$ cat src/rtl/tlbc_pkg.sv
package tlbc_pkg;
   // Attribute bits cached alongside each translation.
   typedef struct packed {
      logic user;
      logic wr;
      logic dirty;
   } pte_attr_t;
endpackage

$ cat src/rtl/tlbc_set_match.sv
// Compares one key against every way of a set; reports the lowest matching way.
module tlbc_set_match #(
   parameter int NUM_WAYS = 4,
   parameter int TAG_W    = 17
) (
   input  logic [NUM_WAYS-1:0]       way_vld,
   input  logic [NUM_WAYS*TAG_W-1:0] way_tags,
   input  logic [TAG_W-1:0]          key,
   output logic                      any,
   output logic [$clog2(NUM_WAYS)-1:0] idx
);
   localparam int WAY_W = $clog2(NUM_WAYS);

   logic [NUM_WAYS-1:0] eq;

   for (genvar w = 0; w < NUM_WAYS; w++) begin : g_cmp
      assign eq[w] = way_vld[w] && (way_tags[w*TAG_W +: TAG_W] == key);
   end

   assign any = |eq;

   always_comb begin
      idx = '0;
      for (int w = NUM_WAYS - 1; w >= 0; w--) begin
         if (eq[w]) idx = WAY_W'(w);
      end
   end
endmodule

$ cat src/rtl/tlbc_plru_victim.sv
// Walks the pseudo-LRU tree from the root to the way it points at.
module tlbc_plru_victim #(
   parameter int NUM_WAYS = 4
) (
   input  logic [NUM_WAYS-2:0]         state,
   output logic [$clog2(NUM_WAYS)-1:0] victim
);
   localparam int WAY_W = $clog2(NUM_WAYS);

   always_comb begin
      int node;
      node   = 0;
      victim = '0;
      for (int l = 0; l < WAY_W; l++) begin
         victim[WAY_W-1-l] = state[node];
         node = 2 * node + 1 + (state[node] ? 1 : 0);
      end
   end
endmodule

$ cat src/rtl/tlbc_plru_touch.sv
// Returns the tree state after an access to one way: every node on its path points away.
module tlbc_plru_touch #(
   parameter int NUM_WAYS = 4
) (
   input  logic [NUM_WAYS-2:0]         state,
   input  logic [$clog2(NUM_WAYS)-1:0] way,
   output logic [NUM_WAYS-2:0]         nxt
);
   localparam int WAY_W = $clog2(NUM_WAYS);

   always_comb begin
      int node;
      node = 0;
      nxt  = state;
      for (int l = 0; l < WAY_W; l++) begin
         nxt[node] = ~way[WAY_W-1-l];
         node = 2 * node + 1 + (way[WAY_W-1-l] ? 1 : 0);
      end
   end
endmodule

$ cat src/rtl/tlbc_fill_pick.sv
// Chooses the destination way of a fill: existing copy, then lowest free way, then tree victim.
module tlbc_fill_pick #(
   parameter int NUM_WAYS = 4
) (
   input  logic [NUM_WAYS-1:0]         way_vld,
   input  logic                        present,
   input  logic [$clog2(NUM_WAYS)-1:0] present_idx,
   input  logic [$clog2(NUM_WAYS)-1:0] lru_idx,
   output logic [$clog2(NUM_WAYS)-1:0] pick
);
   localparam int WAY_W = $clog2(NUM_WAYS);

   logic                free_any;
   logic [WAY_W-1:0]    free_idx;

   always_comb begin
      free_idx = '0;
      for (int w = NUM_WAYS - 1; w >= 0; w--) begin
         if (!way_vld[w]) free_idx = WAY_W'(w);
      end
   end

   assign free_any = ~&way_vld;

   always_comb begin
      if (present)       pick = present_idx;
      else if (free_any) pick = free_idx;
      else               pick = lru_idx;
   end
endmodule

$ cat src/rtl/page_xlate_cache.sv
module page_xlate_cache
   import tlbc_pkg::*;
#(
   parameter int ADDR_W    = 32,
   parameter int PADDR_W   = 32,
   parameter int PAGE_BITS = 12,
   parameter int NUM_SETS  = 8,
   parameter int NUM_WAYS  = 4
) (
   input  logic                          clk,
   input  logic                          rst_n,
   input  logic                          flush,
   input  logic                          lk_valid,
   input  logic [ADDR_W-1:0]             lk_lin_addr,
   output logic                          lk_hit,
   output logic                          lk_miss,
   output logic [PADDR_W-1:0]            lk_phys_addr,
   output logic                          lk_user,
   output logic                          lk_write,
   output logic                          lk_dirty,
   input  logic                          fill_valid,
   input  logic [ADDR_W-PAGE_BITS-1:0]   fill_vpn,
   input  logic [PADDR_W-PAGE_BITS-1:0]  fill_frame,
   input  logic                          fill_user,
   input  logic                          fill_write,
   input  logic                          fill_dirty
);
   localparam int SET_W   = $clog2(NUM_SETS);
   localparam int WAY_W   = $clog2(NUM_WAYS);
   localparam int VPN_W   = ADDR_W - PAGE_BITS;
   localparam int TAG_W   = VPN_W - SET_W;
   localparam int FRAME_W = PADDR_W - PAGE_BITS;
   localparam int TREE_W  = NUM_WAYS - 1;

   // ---------------- elaboration-time parameter checks ----------------
   if (NUM_WAYS < 2 || (NUM_WAYS & (NUM_WAYS - 1)) != 0) begin : g_bad_ways
      $error("NUM_WAYS must be a power of two, at least 2");
   end
   if (NUM_SETS < 2 || (NUM_SETS & (NUM_SETS - 1)) != 0) begin : g_bad_sets
      $error("NUM_SETS must be a power of two, at least 2");
   end
   if (TAG_W < 1) begin : g_bad_tag
      $error("ADDR_W leaves no tag bits above page offset and set index");
   end
   if (FRAME_W < 1) begin : g_bad_frame
      $error("PADDR_W must exceed PAGE_BITS");
   end

   // ---------------- storage ----------------
   logic [NUM_WAYS-1:0] vld_q  [NUM_SETS];
   logic [TREE_W-1:0]   plru_q [NUM_SETS];
   logic [TAG_W-1:0]    tag_q  [NUM_SETS][NUM_WAYS];
   logic [FRAME_W-1:0]  frm_q  [NUM_SETS][NUM_WAYS];
   pte_attr_t           attr_q [NUM_SETS][NUM_WAYS];

   // ---------------- lookup side ----------------
   logic [SET_W-1:0]          lk_set;
   logic [TAG_W-1:0]          lk_tag;
   logic [NUM_WAYS*TAG_W-1:0] lk_tags_flat;
   logic                      lk_any;
   logic [WAY_W-1:0]          lk_idx;
   logic                      same_set_fill;
   logic [TREE_W-1:0]         lk_plru_nxt;

   assign lk_set = lk_lin_addr[PAGE_BITS +: SET_W];
   assign lk_tag = lk_lin_addr[ADDR_W-1 -: TAG_W];

   for (genvar w = 0; w < NUM_WAYS; w++) begin : g_lk_tags
      assign lk_tags_flat[w*TAG_W +: TAG_W] = tag_q[lk_set][w];
   end

   tlbc_set_match #(.NUM_WAYS(NUM_WAYS), .TAG_W(TAG_W)) u_lk_match (
      .way_vld  (vld_q[lk_set]),
      .way_tags (lk_tags_flat),
      .key      (lk_tag),
      .any      (lk_any),
      .idx      (lk_idx)
   );

   // ---------------- fill side ----------------
   logic [SET_W-1:0]          fl_set;
   logic [TAG_W-1:0]          fl_tag;
   logic [NUM_WAYS*TAG_W-1:0] fl_tags_flat;
   logic                      fl_any;
   logic [WAY_W-1:0]          fl_idx;
   logic [WAY_W-1:0]          fl_lru;
   logic [WAY_W-1:0]          fl_way;
   logic [TREE_W-1:0]         fl_plru_nxt;
   logic                      fill_go;

   assign fl_set  = fill_vpn[SET_W-1:0];
   assign fl_tag  = fill_vpn[VPN_W-1 -: TAG_W];
   assign fill_go = fill_valid && !flush;

   for (genvar w = 0; w < NUM_WAYS; w++) begin : g_fl_tags
      assign fl_tags_flat[w*TAG_W +: TAG_W] = tag_q[fl_set][w];
   end

   tlbc_set_match #(.NUM_WAYS(NUM_WAYS), .TAG_W(TAG_W)) u_fl_match (
      .way_vld  (vld_q[fl_set]),
      .way_tags (fl_tags_flat),
      .key      (fl_tag),
      .any      (fl_any),
      .idx      (fl_idx)
   );

   tlbc_plru_victim #(.NUM_WAYS(NUM_WAYS)) u_fl_victim (
      .state  (plru_q[fl_set]),
      .victim (fl_lru)
   );

   tlbc_fill_pick #(.NUM_WAYS(NUM_WAYS)) u_fl_pick (
      .way_vld     (vld_q[fl_set]),
      .present     (fl_any),
      .present_idx (fl_idx),
      .lru_idx     (fl_lru),
      .pick        (fl_way)
   );

   tlbc_plru_touch #(.NUM_WAYS(NUM_WAYS)) u_fl_touch (
      .state (plru_q[fl_set]),
      .way   (fl_way),
      .nxt   (fl_plru_nxt)
   );

   tlbc_plru_touch #(.NUM_WAYS(NUM_WAYS)) u_lk_touch (
      .state (plru_q[lk_set]),
      .way   (lk_idx),
      .nxt   (lk_plru_nxt)
   );

   // ---------------- lookup result ----------------
   assign same_set_fill = fill_valid && (fl_set == lk_set);
   assign lk_hit  = lk_valid && lk_any && !flush && !same_set_fill;
   assign lk_miss = lk_valid && !lk_hit;

   pte_attr_t lk_attr;
   assign lk_attr = attr_q[lk_set][lk_idx];

   always_comb begin
      if (lk_hit) begin
         lk_phys_addr = {frm_q[lk_set][lk_idx], lk_lin_addr[PAGE_BITS-1:0]};
         lk_user      = lk_attr.user;
         lk_write     = lk_attr.wr;
         lk_dirty     = lk_attr.dirty;
      end else begin
         lk_phys_addr = '0;
         lk_user      = 1'b0;
         lk_write     = 1'b0;
         lk_dirty     = 1'b0;
      end
   end

   // ---------------- state update ----------------
   always_ff @(posedge clk or negedge rst_n) begin
      if (!rst_n) begin
         for (int s = 0; s < NUM_SETS; s++) begin
            vld_q[s]  <= '0;
            plru_q[s] <= '0;
         end
      end else if (flush) begin
         for (int s = 0; s < NUM_SETS; s++) begin
            vld_q[s]  <= '0;
            plru_q[s] <= '0;
         end
      end else begin
         if (fill_valid) begin
            vld_q[fl_set][fl_way] <= 1'b1;
            plru_q[fl_set]        <= fl_plru_nxt;
         end
         if (lk_hit) begin
            plru_q[lk_set] <= lk_plru_nxt;
         end
      end
   end

   always_ff @(posedge clk) begin
      if (fill_go) begin
         tag_q[fl_set][fl_way]  <= fl_tag;
         frm_q[fl_set][fl_way]  <= fill_frame;
         attr_q[fl_set][fl_way] <= '{user: fill_user, wr: fill_write, dirty: fill_dirty};
      end
   end
endmodule

$ cat config.mk
export PLATFORM = sky130hd
export DESIGN_NAME = page_xlate_cache
export DESIGN_NICKNAME = d
export VERILOG_FILES = /design/src/rtl/tlbc_pkg.sv /design/src/rtl/tlbc_set_match.sv /design/src/rtl/tlbc_plru_victim.sv /design/src/rtl/tlbc_plru_touch.sv /design/src/rtl/tlbc_fill_pick.sv /design/src/rtl/page_xlate_cache.sv
export SDC_FILE = /design/constraint.sdc
export NUM_CORES = 2
export LEC_CHECK = 0
export BUFFER_PORTS_ARGS = -buffer_cell sky130_fd_sc_hd__clkbuf_2
export CAP_MARGIN = 15
export CORE_MARGIN = 2
export CORE_UTILIZATION = 26
export DETAILED_ROUTE_END_ITERATION = 8
export SYNTH_ARGS = -nofsm -noshare
export SYNTH_HDL_FRONTEND = slang
export SYNTH_SLANG_ARGS = --single-unit
$ cat constraint.sdc
create_clock -name clk -period 8.8 [get_ports clk]
set_clock_uncertainty 0.15 [all_clocks]
set_input_delay 0.44 -clock clk [delete_from_list [all_inputs] [get_ports clk]]
set_output_delay 0.44 -clock clk [all_outputs]
set_load 0.03 [all_outputs]
==> results.md <==
- Critical R2R Launch: tag_q[0][64]
- Layout fillers: around 22000
- Comb power frac: 0.078
- Fin crit period: 6.59 ns
- Worst Max-Slew Pin Slew: 1.25 ns
- Seq/Total Area, Yosys: 0.685
- NetSw: 3.26 mW
- VDD IR max: about 0.16 mV
- Largest net degree at the start of global routing: 92
- Adder-Cell Fraction of Synth Area: 0
- Post-synth top area cell: edfxtp_1
- Cell Chain, Critical Path: buf_8 -> buf_4 -> nor2_2 -> a22oi_1 -> a21oi_1 -> o22ai_1 -> or4_1 -> nor4_4 -> and3b_2 -> a222oi_1 -> a21oi_1 -> clkbuf_2
- Synth Area in Compound Gates: 0.0986
- Hold Crit Depth: 1
- IO Port Bufs: about 120
- Fin area: between 60000 and 70000 um2
- # IOs: ~120
- Total GRT Usage: 0.179
- Synth area leaders: edfxtp_1 66%, mux4_2 5.1%, mux2i_1 4.2%
- Hold Startpoint: fill_vpn[12]
- Final Hold Viols: 0
- Max incr delay on CP: between 1 and 1.5 ns
- Ys flop type: edfxtp_1
- Placed cell count: around 6600
- Synth top cells by count: 1280 x edfxtp_1, 270 x o22ai_1, 245 x mux2i_1, 149 x nor2_1, 144 x mux2_2
- Crit start category: input port
- Chip Width: 477 um
- Final net count: 3865
- CTS tree: yes
- Reg2reg end: tag_q[3][48]
- GRT overflow: 0
- Internal cell power: 10.5 mW
- Remaining antenna violation count: 0
- Final slew viol count: 0
- Relative slew slack: 0.167
- Gate Count Post-Synth: about 3700
- Clock Pin Slew Worst Setup and Hold Paths: about 0.060 ns
- Most instantiated library cell after synthesis: edfxtp_1
- First-pass GRT wire length: 293 mm
- Critical path peak fanout: 45
- Initial antenna violation count: 6
- Cell mode on critical path: a21oi_1
- H-tree lvl count: 4
- Starting Density: 0.262
- Number of flops mapped to enable cells by yosys: roughly 1300
- Max cap viols: 0
- Slack of the worst reg-to-reg path: ~3 ns
- Longest Clk Path Bufs: 3
- Clock root cell: clkbuf_16
- DRC: 0
- GP Congestion: about 0.96
- Largest family of logic cells by synthesized area: multiplexers
- Clock Latency Late Sink: 0.79 ns
- Post_cts resized: 0
- Final Core Density: 0.302
- Top cell type's share of synthesized area: 0.660
- Pre-Repair DR Iteration Count: 6
- Endpoint class of the critical path: primary output
- Avg Inst Size Synth: 15.9 um2
- Switching share of power: 0.237
- Hold WC Path Type: input port to flip-flop
- DRT iter0 DRCs: about 6300
- Share of layout cells above drive strength 1: 0.208
- Mapped cell area: 58200 um2
- P&R area growth vs syn: 15.4%
- Row Count: roughly 170
- Average routed wire per standard cell: around 31 um
- Finish-stage setup viols: 0
- CP arrival: 6.00 ns
- Xor/xnor cell area share of the yosys netlist: 0.0176
- Post-synthesis register bit count: 1336
- Clk pwr share: 0.414
- FFs w/ async S/R, synth: 0.0419
- Setup TNS Final: 0 ns
- Static leakage: around 21 nW
- Crit path kind: input port to primary output
- Tcrit/Tclk final: 0.749
- Via density: around 5.6
- Status: completed
- Final cell count without fillers: just under 7000
- CTS Buf Count: roughly 130
- Vias in the first global route: ~37000
- Crit-path slowest cell: nor2_2
- Total wire length: between 200 and 250 mm
- Dpl hpwl: 128 mm
- Via Count: 38600
- Seq pwr share: 0.507
- Cts hold-fix bufs: 1
- Pwr per Cell Area: roughly 210 nW/um2
- # Post-CTS Setup Buffers: 0
- Required @ worst endpoint: 8.21 ns
- Multiplexer share of the synthesized area: 0.122
- Core area: between 200000 and 250000 um2
- Post-Synth Simple-Gate Area: 0.0504
- DIE AREA: around 230000 um2
- R2R depth: 11
- RSZ-0062 raised after global routing: false
- Hold endpoint: tag_q[5][60]
- Placed cell area: roughly 63000 um2
- DIE HEIGHT: around 480 um
- Highest clock rate: around 0.15 GHz
- Clk sinks: about 1300
- Syn Nets: between 3000 and 4000
- Synth warn: 0
- Post-synth cell types: 87
-- critical path, delay by kind of cell --
family / cells / cell delay, ns
and+or+nand+nor: 4 / 2.80
buffers and inverters: 3 / 0.84
AOI/OAI and AO/OA: 5 / 1.75
-- placed cells by master (no fill, tap or decap), types with 18 or more instances in the layout --
cell type and count:
clkbuf_16 138, o221ai_1 61, nor4_1 44, and3_1 22
clkinv_1 28, a222oi_1 18, nand2_1 93, xor2_1 38
nand3_1 37, mux2_2 144, clkbuf_1 30, nor2_4 32
mux4_2 133, nor3_1 30, a21oi_1 102, a22oi_1 84
a221o_1 27, a31oi_1 22, buf_4 132, clkbuf_2 110
o22ai_1 270, buf_12 18, dfrtp_1 56, a221oi_1 78
edfxtp_1 1280, nor2_1 117, mux2i_1 245, and2_1 20
inv_1 42, o21ai_0 42, xnor2_1 79
-- layer usage --
layer  part of all wire  track usage
met5            0.00014            0
met2               0.45        0.273
met4              0.043       0.0713
met3               0.12       0.0412
met1               0.39        0.246
-- state kept, by name, indices dropped and copies added, names as in the netlist --
| register | count |
|---|---|
| vld_q | 32 |
| tag_q | 544 |
| frm_q | 640 |
| attr_q | 96 |
| plru_q | 24 |
-- worst max-delay path by stage --
stage	endpoint	from	slack (ns)	cells after the start
after CTS	lk_phys_addr[27]	lk_lin_addr[14]	2.41	12
after global placement	tag_q[3][40]	fill_vpn[2]	1.96	13
after global routing	lk_phys_addr[20]	lk_lin_addr[13]	2.17	16
final	lk_phys_addr[27]	lk_lin_addr[12]	2.21	12
after floorplan	attr_q[4][6]	fill_vpn[1]	1.40	14
after detailed placement	frm_q[6][32]	fill_vpn[1]	1.95	14
-- power groups by stage --
stage,combinational (mW),clock [mW],sequential [mW]
finish,1.08,5.72,7.00
global route,1.11,6.01,7.00
CTS,1.05,5.75,7.00
detailed placement,1.05,0,7.14
global placement,1.04,0,7.14
floorplan,0.572,0,7.13
-- logic make-up (layout without fill, tap and decap cells) --
kind of cell	Yosys count	count (layout)
mux	526	526
flops	1336	1336
simple gates	550	550
compound gates	809	809
buf+inv	316	551
other cells	0	1
xor+xnor	117	117
-- cell type report --
cell class | count | area [um2] | share of cell area
multi-input combinational | 2002 | 17100 | 0.255
timing repair buffer | 267 | 1990 | 0.0297
tap | 2975 | 3720 | 0.0554
clock inverter | 69 | 684 | 0.0102
clock buffer | 169 | 3580 | 0.0533
inverter | 46 | 175 | 0.00261
sequential | 1336 | 39800 | 0.593
antenna | 1 | 2.50 | 0.0000373
-- per-stage QoR --
step / hold WS, ns / total power [mW] / setup WS [ns]
after global placement: 0.397 / 8.18 / 1.96
after detailed placement: 0.404 / 8.18 / 1.95
after global routing: 0.0574 / 14.1 / 2.17
final: 0.0591 / 13.8 / 2.21
after floorplan: -0.00559 / 7.71 / 1.40
after CTS: 0.0233 / 13.8 / 2.41
Note: power is estimated with default switching activity, not from simulation.
